$ cat config.mk
export PLATFORM = sky130hd
export DESIGN_NAME = atm_tx_cell_src
export DESIGN_NICKNAME = d
export VERILOG_FILES = /design/src/rtl/atm_tx_pkg.sv /design/src/rtl/atm_tx_regs.sv /design/src/rtl/atm_tx_seq.sv /design/src/rtl/atm_tx_hec.sv /design/src/rtl/atm_tx_cell_src.sv
export SDC_FILE = /design/constraint.sdc
export NUM_CORES = 1
export LEC_CHECK = 0
export BUFFER_PORTS_ARGS = -buffer_cell sky130_fd_sc_hd__buf_2
export CAP_MARGIN = 40
export CORE_MARGIN = 5
export CORE_UTILIZATION = 34
export CTS_CLUSTER_DIAMETER = 120
export DETAILED_ROUTE_END_ITERATION = 10
export GPL_TIMING_DRIVEN = 0
export SLEW_MARGIN = 20
export SYNTH_ARGS = -nofsm -noshare
export SYNTH_HDL_FRONTEND = slang
export SYNTH_SLANG_ARGS = --single-unit
$ cat constraint.sdc
create_clock -name clk_i -period 10.9 [get_ports clk_i]
set_input_delay 1.635 -clock clk_i [delete_from_list [all_inputs] [get_ports clk_i]]
set_output_delay 1.635 -clock clk_i [all_outputs]
set_load 0.005 [all_outputs]
$ cat src/rtl/atm_tx_pkg.sv
package atm_tx_pkg;

  typedef enum logic [1:0] {
    SRC_IDLE = 2'd0,
    SRC_USER = 2'd1,
    SRC_OAM  = 2'd2
  } src_e;

  localparam logic [7:0] HEC_POLY  = 8'h07;
  localparam logic [7:0] HEC_COSET = 8'h55;

  // one byte of CRC-8, msb first
  function automatic logic [7:0] crc8_step(input logic [7:0] crc, input logic [7:0] d);
    logic [7:0] c;
    c = crc ^ d;
    for (int i = 0; i < 8; i++) c = c[7] ? ((c << 1) ^ HEC_POLY) : (c << 1);
    return c;
  endfunction

endpackage

$ cat src/rtl/atm_tx_regs.sv
module atm_tx_regs import atm_tx_pkg::*; #(
  parameter int unsigned        CELL_BYTES   = 53,
  parameter int unsigned        HDR_BYTES    = 5,
  parameter int unsigned        ADDR_W       = 8,
  parameter logic [ADDR_W-1:0]  CTRL_ADDR    = 8'h40,
  parameter logic [ADDR_W-1:0]  IDLE_BASE    = 8'h48,
  parameter logic [8*HDR_BYTES-1:0] IDLE_HDR_DEF = 40'h00_00_00_01_52,
  parameter logic [7:0]         IDLE_PAY_DEF = 8'h6A,
  localparam int unsigned       CNT_W        = $clog2(CELL_BYTES)
) (
  input  logic              clk_i,
  input  logic              rst_ni,
  input  logic              we_i,
  input  logic [ADDR_W-1:0] addr_i,
  input  logic [7:0]        wdata_i,
  output logic [7:0]        rdata_o,
  input  logic [CNT_W-1:0]  oam_idx_i,
  output logic [7:0]        oam_byte_o,
  input  logic              oam_done_i,
  output logic              oam_pend_o,
  output logic [7:0]        idle_hdr_o [HDR_BYTES],
  output logic [7:0]        idle_pay_o
);

  localparam logic [ADDR_W-1:0] PAY_ADDR = IDLE_BASE + ADDR_W'(HDR_BYTES);

  logic [7:0] oam_mem [CELL_BYTES];
  logic [7:0] idle_hdr_q [HDR_BYTES];
  logic [7:0] idle_pay_q;
  logic       pend_q;
  logic       oam_hit;

  assign oam_hit = addr_i < ADDR_W'(CELL_BYTES);

  always_ff @(posedge clk_i) begin
    if (we_i && oam_hit) oam_mem[addr_i[CNT_W-1:0]] <= wdata_i;
  end

  for (genvar g = 0; g < HDR_BYTES; g++) begin : g_hdr
    always_ff @(posedge clk_i or negedge rst_ni) begin
      if (!rst_ni)
        idle_hdr_q[g] <= IDLE_HDR_DEF[8*(HDR_BYTES-1-g) +: 8];
      else if (we_i && addr_i == IDLE_BASE + ADDR_W'(g))
        idle_hdr_q[g] <= wdata_i;
    end
  end

  always_ff @(posedge clk_i or negedge rst_ni) begin
    if (!rst_ni) begin
      idle_pay_q <= IDLE_PAY_DEF;
      pend_q     <= 1'b0;
    end else begin
      if (we_i && addr_i == PAY_ADDR) idle_pay_q <= wdata_i;
      // a new request wins over completion of the previous one
      if (we_i && addr_i == CTRL_ADDR && wdata_i[7]) pend_q <= 1'b1;
      else if (oam_done_i)                           pend_q <= 1'b0;
    end
  end

  always_comb begin
    rdata_o = '0;
    if (oam_hit)                     rdata_o = oam_mem[addr_i[CNT_W-1:0]];
    else if (addr_i == CTRL_ADDR)    rdata_o = {pend_q, 7'b0};
    else if (addr_i == PAY_ADDR)     rdata_o = idle_pay_q;
    for (int i = 0; i < HDR_BYTES; i++)
      if (addr_i == IDLE_BASE + ADDR_W'(i)) rdata_o = idle_hdr_q[i];
  end

  assign oam_byte_o = oam_mem[oam_idx_i];
  assign oam_pend_o = pend_q;
  assign idle_hdr_o = idle_hdr_q;
  assign idle_pay_o = idle_pay_q;

endmodule

$ cat src/rtl/atm_tx_seq.sv
module atm_tx_seq import atm_tx_pkg::*; #(
  parameter int unsigned  CELL_BYTES = 53,
  localparam int unsigned CNT_W      = $clog2(CELL_BYTES)
) (
  input  logic             clk_i,
  input  logic             rst_ni,
  input  logic             oam_pend_i,
  input  logic             fifo_cell_avail_i,
  output logic [CNT_W-1:0] cnt_o,
  output src_e             src_o,
  output logic             first_o,
  output logic             last_o
);

  logic [CNT_W-1:0] cnt_q;
  src_e             src_q, pick;

  always_comb begin
    if (oam_pend_i)             pick = SRC_OAM;
    else if (fifo_cell_avail_i) pick = SRC_USER;
    else                        pick = SRC_IDLE;
  end

  assign first_o = cnt_q == '0;
  assign last_o  = cnt_q == CNT_W'(CELL_BYTES-1);
  assign src_o   = first_o ? pick : src_q;
  assign cnt_o   = cnt_q;

  always_ff @(posedge clk_i or negedge rst_ni) begin
    if (!rst_ni) begin
      cnt_q <= '0;
      src_q <= SRC_IDLE;
    end else begin
      cnt_q <= last_o ? '0 : cnt_q + 1'b1;
      if (first_o) src_q <= pick;
    end
  end

endmodule

$ cat src/rtl/atm_tx_hec.sv
module atm_tx_hec import atm_tx_pkg::*; #(
  parameter int unsigned HDR_BYTES = 5,
  parameter int unsigned CNT_W     = 6
) (
  input  logic             clk_i,
  input  logic             rst_ni,
  input  logic [CNT_W-1:0] cnt_i,
  input  logic [7:0]       byte_i,
  output logic [7:0]       hec_o
);

  logic [7:0] crc_q, base;

  assign base = (cnt_i == '0) ? 8'h00 : crc_q;

  always_ff @(posedge clk_i or negedge rst_ni) begin
    if (!rst_ni)                              crc_q <= 8'h00;
    else if (cnt_i < CNT_W'(HDR_BYTES-1))     crc_q <= crc8_step(base, byte_i);
  end

  // valid while the counter sits on the last header byte
  assign hec_o = crc_q ^ HEC_COSET;

endmodule

$ cat src/rtl/atm_tx_cell_src.sv
module atm_tx_cell_src import atm_tx_pkg::*; #(
  parameter int unsigned            CELL_BYTES   = 53,
  parameter int unsigned            HDR_BYTES    = 5,
  parameter int unsigned            ADDR_W       = 8,
  parameter logic [ADDR_W-1:0]      CTRL_ADDR    = 8'h40,
  parameter logic [ADDR_W-1:0]      IDLE_BASE    = 8'h48,
  parameter logic [8*HDR_BYTES-1:0] IDLE_HDR_DEF = 40'h00_00_00_01_52,
  parameter logic [7:0]             IDLE_PAY_DEF = 8'h6A
) (
  input  logic              clk_i,
  input  logic              rst_ni,
  input  logic              reg_we_i,
  input  logic [ADDR_W-1:0] reg_addr_i,
  input  logic [7:0]        reg_wdata_i,
  output logic [7:0]        reg_rdata_o,
  input  logic              fifo_cell_avail_i,
  input  logic [7:0]        fifo_data_i,
  output logic              fifo_rd_o,
  output logic [7:0]        cell_data_o,
  output logic              cell_soc_o,
  output logic              valid_cell_o
);

  localparam int unsigned CNT_W  = $clog2(CELL_BYTES);
  localparam int unsigned HSEL_W = $clog2(HDR_BYTES);

  logic [CNT_W-1:0] cnt;
  src_e             src;
  logic             first, last, oam_pend, oam_done;
  logic [7:0]       oam_byte, idle_pay, hec, raw_byte, next_byte;
  logic [7:0]       idle_hdr [HDR_BYTES];

  atm_tx_regs #(
    .CELL_BYTES(CELL_BYTES), .HDR_BYTES(HDR_BYTES), .ADDR_W(ADDR_W),
    .CTRL_ADDR(CTRL_ADDR), .IDLE_BASE(IDLE_BASE),
    .IDLE_HDR_DEF(IDLE_HDR_DEF), .IDLE_PAY_DEF(IDLE_PAY_DEF)
  ) u_regs (
    .clk_i, .rst_ni,
    .we_i(reg_we_i), .addr_i(reg_addr_i), .wdata_i(reg_wdata_i), .rdata_o(reg_rdata_o),
    .oam_idx_i(cnt), .oam_byte_o(oam_byte), .oam_done_i(oam_done), .oam_pend_o(oam_pend),
    .idle_hdr_o(idle_hdr), .idle_pay_o(idle_pay)
  );

  atm_tx_seq #(.CELL_BYTES(CELL_BYTES)) u_seq (
    .clk_i, .rst_ni,
    .oam_pend_i(oam_pend), .fifo_cell_avail_i(fifo_cell_avail_i),
    .cnt_o(cnt), .src_o(src), .first_o(first), .last_o(last)
  );

  atm_tx_hec #(.HDR_BYTES(HDR_BYTES), .CNT_W(CNT_W)) u_hec (
    .clk_i, .rst_ni, .cnt_i(cnt), .byte_i(raw_byte), .hec_o(hec)
  );

  always_comb begin
    case (src)
      SRC_USER: raw_byte = fifo_data_i;
      SRC_OAM:  raw_byte = oam_byte;
      default:  raw_byte = (cnt < CNT_W'(HDR_BYTES)) ? idle_hdr[cnt[HSEL_W-1:0]] : idle_pay;
    endcase
    next_byte = (src != SRC_IDLE && cnt == CNT_W'(HDR_BYTES-1)) ? hec : raw_byte;
  end

  assign fifo_rd_o = src == SRC_USER;
  assign oam_done  = last && src == SRC_OAM;

  always_ff @(posedge clk_i or negedge rst_ni) begin
    if (!rst_ni) begin
      cell_data_o  <= '0;
      cell_soc_o   <= 1'b0;
      valid_cell_o <= 1'b0;
    end else begin
      cell_data_o  <= next_byte;
      cell_soc_o   <= first;
      valid_cell_o <= last && src != SRC_IDLE;
    end
  end

endmodule

Word-level counts from Yosys, hierarchy flattened
Memories as Yosys holds them, arrays and structs flattened.
Index checks and enable logic that the tools add are counted.
{ "word_totals": {"out_inout_bits": 19, "inputBits": 28, "ram_bits": 424, "register_bits": 75, "mem_count": 1, "elab_cells": 87} }
{ "op_classes": {"eq_ne": 11, "reduce_logical": 15, "order_cmp": 4, "bitwise": 11, "mux": 31, "addsub": 1} }
{ "memory_table": {"columns": ["name", "depth", "word_bits", "rd", "rd_ports_with_merged_regs", "wr", "line_no", "text"], "rows": [
  ["u_regs.oam_mem", 53, 8, 2, 0, 1, "atm_tx_regs.sv:27", "logic [7:0] oam_mem [CELL_BYTES];"]
]} }
{ "op_table": {"columns": ["op", "n"], "rows": [
  ["two-way mux 8 bit", 13],
  ["== test 8 x 7 -> 1 bit, second input constant", 7],
  ["binary-select mux 8 bit (select 3 bit)", 1],
  ["two-way mux 3 bit", 8],
  ["NOT 3 bit", 8],
  ["case mux 8 bit (2 select lines)", 1],
  ["logical AND 1 bit", 12],
  ["< comparator 6 x 3 -> 1 bit, second input constant", 2],
  ["< comparator 8 x 6 -> 1 bit, second input constant", 1],
  ["bitwise XOR 8 bit", 1],
  ["adder 6 x 1 -> 6 bit, second input constant", 1],
  ["== test 6 x 3 -> 1 bit, second input constant", 1],
  ["== test 6 bit, second input constant", 1],
  ["zero test 6 bit", 1],
  ["two-way mux 6 bit", 1],
  ["two-way mux 1 bit", 5],
  [">= comparator 4 bit, second input constant", 1],
  ["two-way mux 2 bit", 2],
  ["NOT 3 -> 4 bit", 1],
  ["NOT 4 bit", 1],
  ["nonzero test 2 bit", 2],
  ["== test 2 x 1 -> 1 bit, second input constant", 1],
  ["== test 2 bit, second input constant", 1]
]} }

Longest topological paths before layout
{ "logic_depth": {"depth_word": 23, "mapped_depth": 22, "ltp_nobuf": 18} }

By module
From an unflattened synthesis, not the netlist that was laid out.
{ "unflattened": {"cells_unflattened": 1510, "area_unflattened_um2": 24808.8} }
{ "modules_own_cells": {"columns": ["mod", "instances", "cells_each", "seq_area_each_um2", "area_each_um2"], "rows": [
  ["atm_tx_regs", 1, 1221, 13968.4, 22313.9],
  ["atm_tx_cell_src", 1, 154, 250.2, 1237.4],
  ["atm_tx_hec", 1, 100, 200.2, 864.6],
  ["atm_tx_seq", 1, 35, 200.2, 392.9]
]} }

Worst setup path before layout
No wires, ideal clock.
{ "synth_timing": {"path_kind": "input to output", "start": "input reg_addr_i[0]", "end": "output reg_rdata_o[6]", "slack_ns": 5.057, "path_buffers": 2, "required_ns": 9.265, "stages": 9, "arrival_ns": 4.208, "cell_sequence": "clkbuf_1 > buf_1 > mux4_2 > mux2i_1 > o22ai_1 > or4_1 > a22oi_1 > nand3_1 > mux2_2"} }
{ "synth_between": {"elab_chain_cells": 9, "elab_cells_between_ends": 17, "classes_between": "order compare: 1; eq/ne: 7; mux: 8; memory: 1"} }
{ "synth_rtl": {"columns": ["item", "line_no", "text"], "rows": [
  ["from (decl)", "atm_tx_cell_src.sv:13", "input logic [ADDR_W-1:0] reg_addr_i,"],
  ["parallel branches: the longest is 8 deep, another holds memory read (53 x 8 bit)", null, null],
  ["two-way mux 8 bit *", "atm_tx_regs.sv:66", "if (addr_i == IDLE_BASE + ADDR_W'(i)) rdata_o = idle_hdr_q[i];"],
  ["to (decl)", "atm_tx_cell_src.sv:15", "output logic [7:0] reg_rdata_o,"]
]} }
Mark *: on every way between the ends.

Worst setup path after layout
{ "layout_timing": {"start": "input reg_addr_i[1]", "end": "output reg_rdata_o[2]"} }
The elaborated chain is that of the path after synthesis.

==> qor.yml <==
outcome: "completed"
vias: 16310
start_util_pct: 34.18
hold_viol_final: 0
drt_wl_total_um: 91330
fin_tns_setup_ps: 0
start_kind: "input pin"
htreeDepth: 2
rows: 98
nFillCells: 6492
post_cts_buffers: 0
ios: 47
hold_buffers: 0
core_um2: 71240
cp.required_ps: 9270
setup_viol: 0
period_minus_slack_ps: 7224
synth_compound_area_share_pct: 4.743
cts_tree: "built"
regToRegSetupSlack_ps: 4500
reg2reg_from: "u_seq.cnt_o[2]"
maxSlewViolCount: 0
synthAdderAreaFrac_pct: 0.2570
rr_endpoint: "u_hec.crc_q[2]"
die_w_um: 277.6
drive_above_1_share_pct: 30.46
worst_setup_path_end_kind: "primary output"
synth_most_common_cell: "edfxtp_1"
gp_congestion: 0.9997
critical_path.max_fanout: 10
syn_nets: 1517
syn2layout_area_growth_pct: 16.11
synth-edff-count: 424
synth_area_um2: 24350
io_buffer_count: 40
finClkSkew_ps: 25.57
period_share_pct: 66.27
seq_area_frac_synth_pct: 60.04
holdCritStartpoint: "u_hec.crc_q[0]"
nNetsFinal: 1684
slew_headroom_pct: 38.89
grt_usage_pct: 23.16
clock_sinks: 499
cp-endpoint: "reg_rdata_o[2]"
reg2reg_depth: 18
detailed_place_hpwl_um: 65860
synth_top_cells_by_count: "424 x edfxtp_1, 201 x mux4_2, 109 x mux2i_1"
synth_largest_area_cell: "edfxtp_1"
max_freq_mhz: 138.4
synth_top_area_share_pct: 52.29
vdd_drop_max_uv: 103.7
via_per_inst: 6.166
powerDensity_nw_per_um2: 156.2
clock_path_buffers: 3
post_cts_resized: 0
synth_mux_area_share_pct: 25.57
synthSimpleGateAreaFrac_pct: 6.090
drc_errors: 0
cts_root_buf: "clkbuf_16"
grt_max_degree: 60
ys_types: 69
first_iter_violations: 2574
wl_per_cell_um: 34.53
cap_violations: 0
synth-xor-area-share_pct: 1.018
worstPathArrival_ps: 5590
p_leak_nw: 9.707
crit_type: "input pin to primary output"
first_pass_iters: 6
clk_pin_slew_ps: 60
synthTopCellsByArea: "edfxtp_1 52%, mux4_2 19%, dfrtp_1 6.9%, mux2i_1 4.5%, mux2_2 2.5%"
utilization_pct: 39.68
crit_start: "reg_addr_i[1]"
grt_pass1_vias: 15915
async_flop_share_pct: 15.03
grt_pass1_wl_um: 126000
rsz0062_at_grt: "no"
worst_pin_slew_ps: 916.7
die_area_um2: 77060
synth_area_per_cell_um2: 16.41
antenna_found_initial: 1
hold_path_depth: 1
drtAntennaViolNets: 0
die_h_um: 277.6
synthFlopType: "edfxtp_1"
yosysWarnings: 0
synth_cells: 1484
hp-class: "flop to flop"
cts_buffers: 53
grt.overflow.total: 0
clock_latency_ps: 620
synth_seq_cells: 499
synth_top_family_by_area: "multiplexers"
[cell usage in the layout (no fill, tap or decap), types with 53 or more instances in the layout]
cell type | Yosys | routed
buf_4 | 12 | 66
dfrtp_1 | 67 | 67
edfxtp_1 | 424 | 424
buf_2 | 17 | 71
nand2_1 | 90 | 90
clkbuf_16 | 0 | 53
mux2_2 | 54 | 54
nor2_1 | 100 | 100
mux4_2 | 201 | 201
mux2i_1 | 109 | 109
[registers in the layout (all words and copies together) (netlist names)]
signal             count
cell_data_o            8
u_seq.cnt_o            6
u_regs.idle_pay_o      8
valid_cell_o           1
u_hec.crc_q            8
cell_soc_o             1
u_regs.oam_mem       424
u_regs.idle_hdr_o     40
u_seq.src_q            2
u_regs.oam_pend_o      1
[metal layers]
layer / routed length (µm) / track usage, %
met4: 4168 / 8.799
met1: 36030 / 32.05
met5: 0 / 0
met3: 9934 / 5.656
met2: 41200 / 35.66
[stage by stage]
stage               hold WS, ps  setup WS (ps)  cells  cell area [µm²]  power (mW)
global route              508.5           3647   2644            28270       4.545
global placement          472.1           3372   2474            25740       2.503
detailed placement        484.1           3806   2534            26350       2.518
finish                    487.6           3676   2645            28270       4.417
CTS                       489.3           3793   2632            28180       4.434
floorplan                 438.7           5057   1484            24350       2.374
[cell families (layout without fill, tap and decap cells)]
family / count (synthesis) / count (layout)
flip-flops: 499 / 499
multiplexers: 364 / 364
XOR/XNOR: 25 / 25
AND/OR/NAND/NOR: 316 / 316
buffers and inverters: 114 / 324
other: 0 / 1
adder cells (fa/ha/maj): 5 / 5
AO/OA/AOI/OAI: 161 / 161
[how the worst min path moves through the flow]
stage                endpoint  slack [ps]
6_report       cell_data_o[0]         490
5_1_grt        cell_data_o[0]         510
4_1_cts        cell_data_o[0]         490
3_5_place_dp   cell_data_o[0]         480
3_3_place_gp   cell_data_o[0]         470
2_1_floorplan  cell_data_o[0]         440
[power by group]
group / internal (mW) / switching, mW
Sequential: 2.10 / 0.0206
Combinational: 0.149 / 0.217
Clock: 1.17 / 0.765
[cell type report]
class,count,area [µm²],share of cell area (%)
diodes,1,2.502,0.008852
plain buffers,100,525.5,1.859
clock buffers,70,1410,4.988
clock inverters,28,416.7,1.474
inverters,14,52.55,0.1859
multi-input cells,871,9180,32.47
flip-flops and latches,499,14620,51.71
well taps,950,1189,4.205
repair buffers,112,874.6,3.094
[worst max-delay path, stage by stage]
cell and delay, ps:
clkbuf_1 190, clkbuf_1 720, buf_1 580, buf_6 250, mux4_2 310, mux2i_1 310, o22ai_1 250, or4_1 620
a22oi_1 220, nand3_1 110, mux2i_1 140, nand2_1 100, buf_2 140
Power figures use the tool's default switching activity.
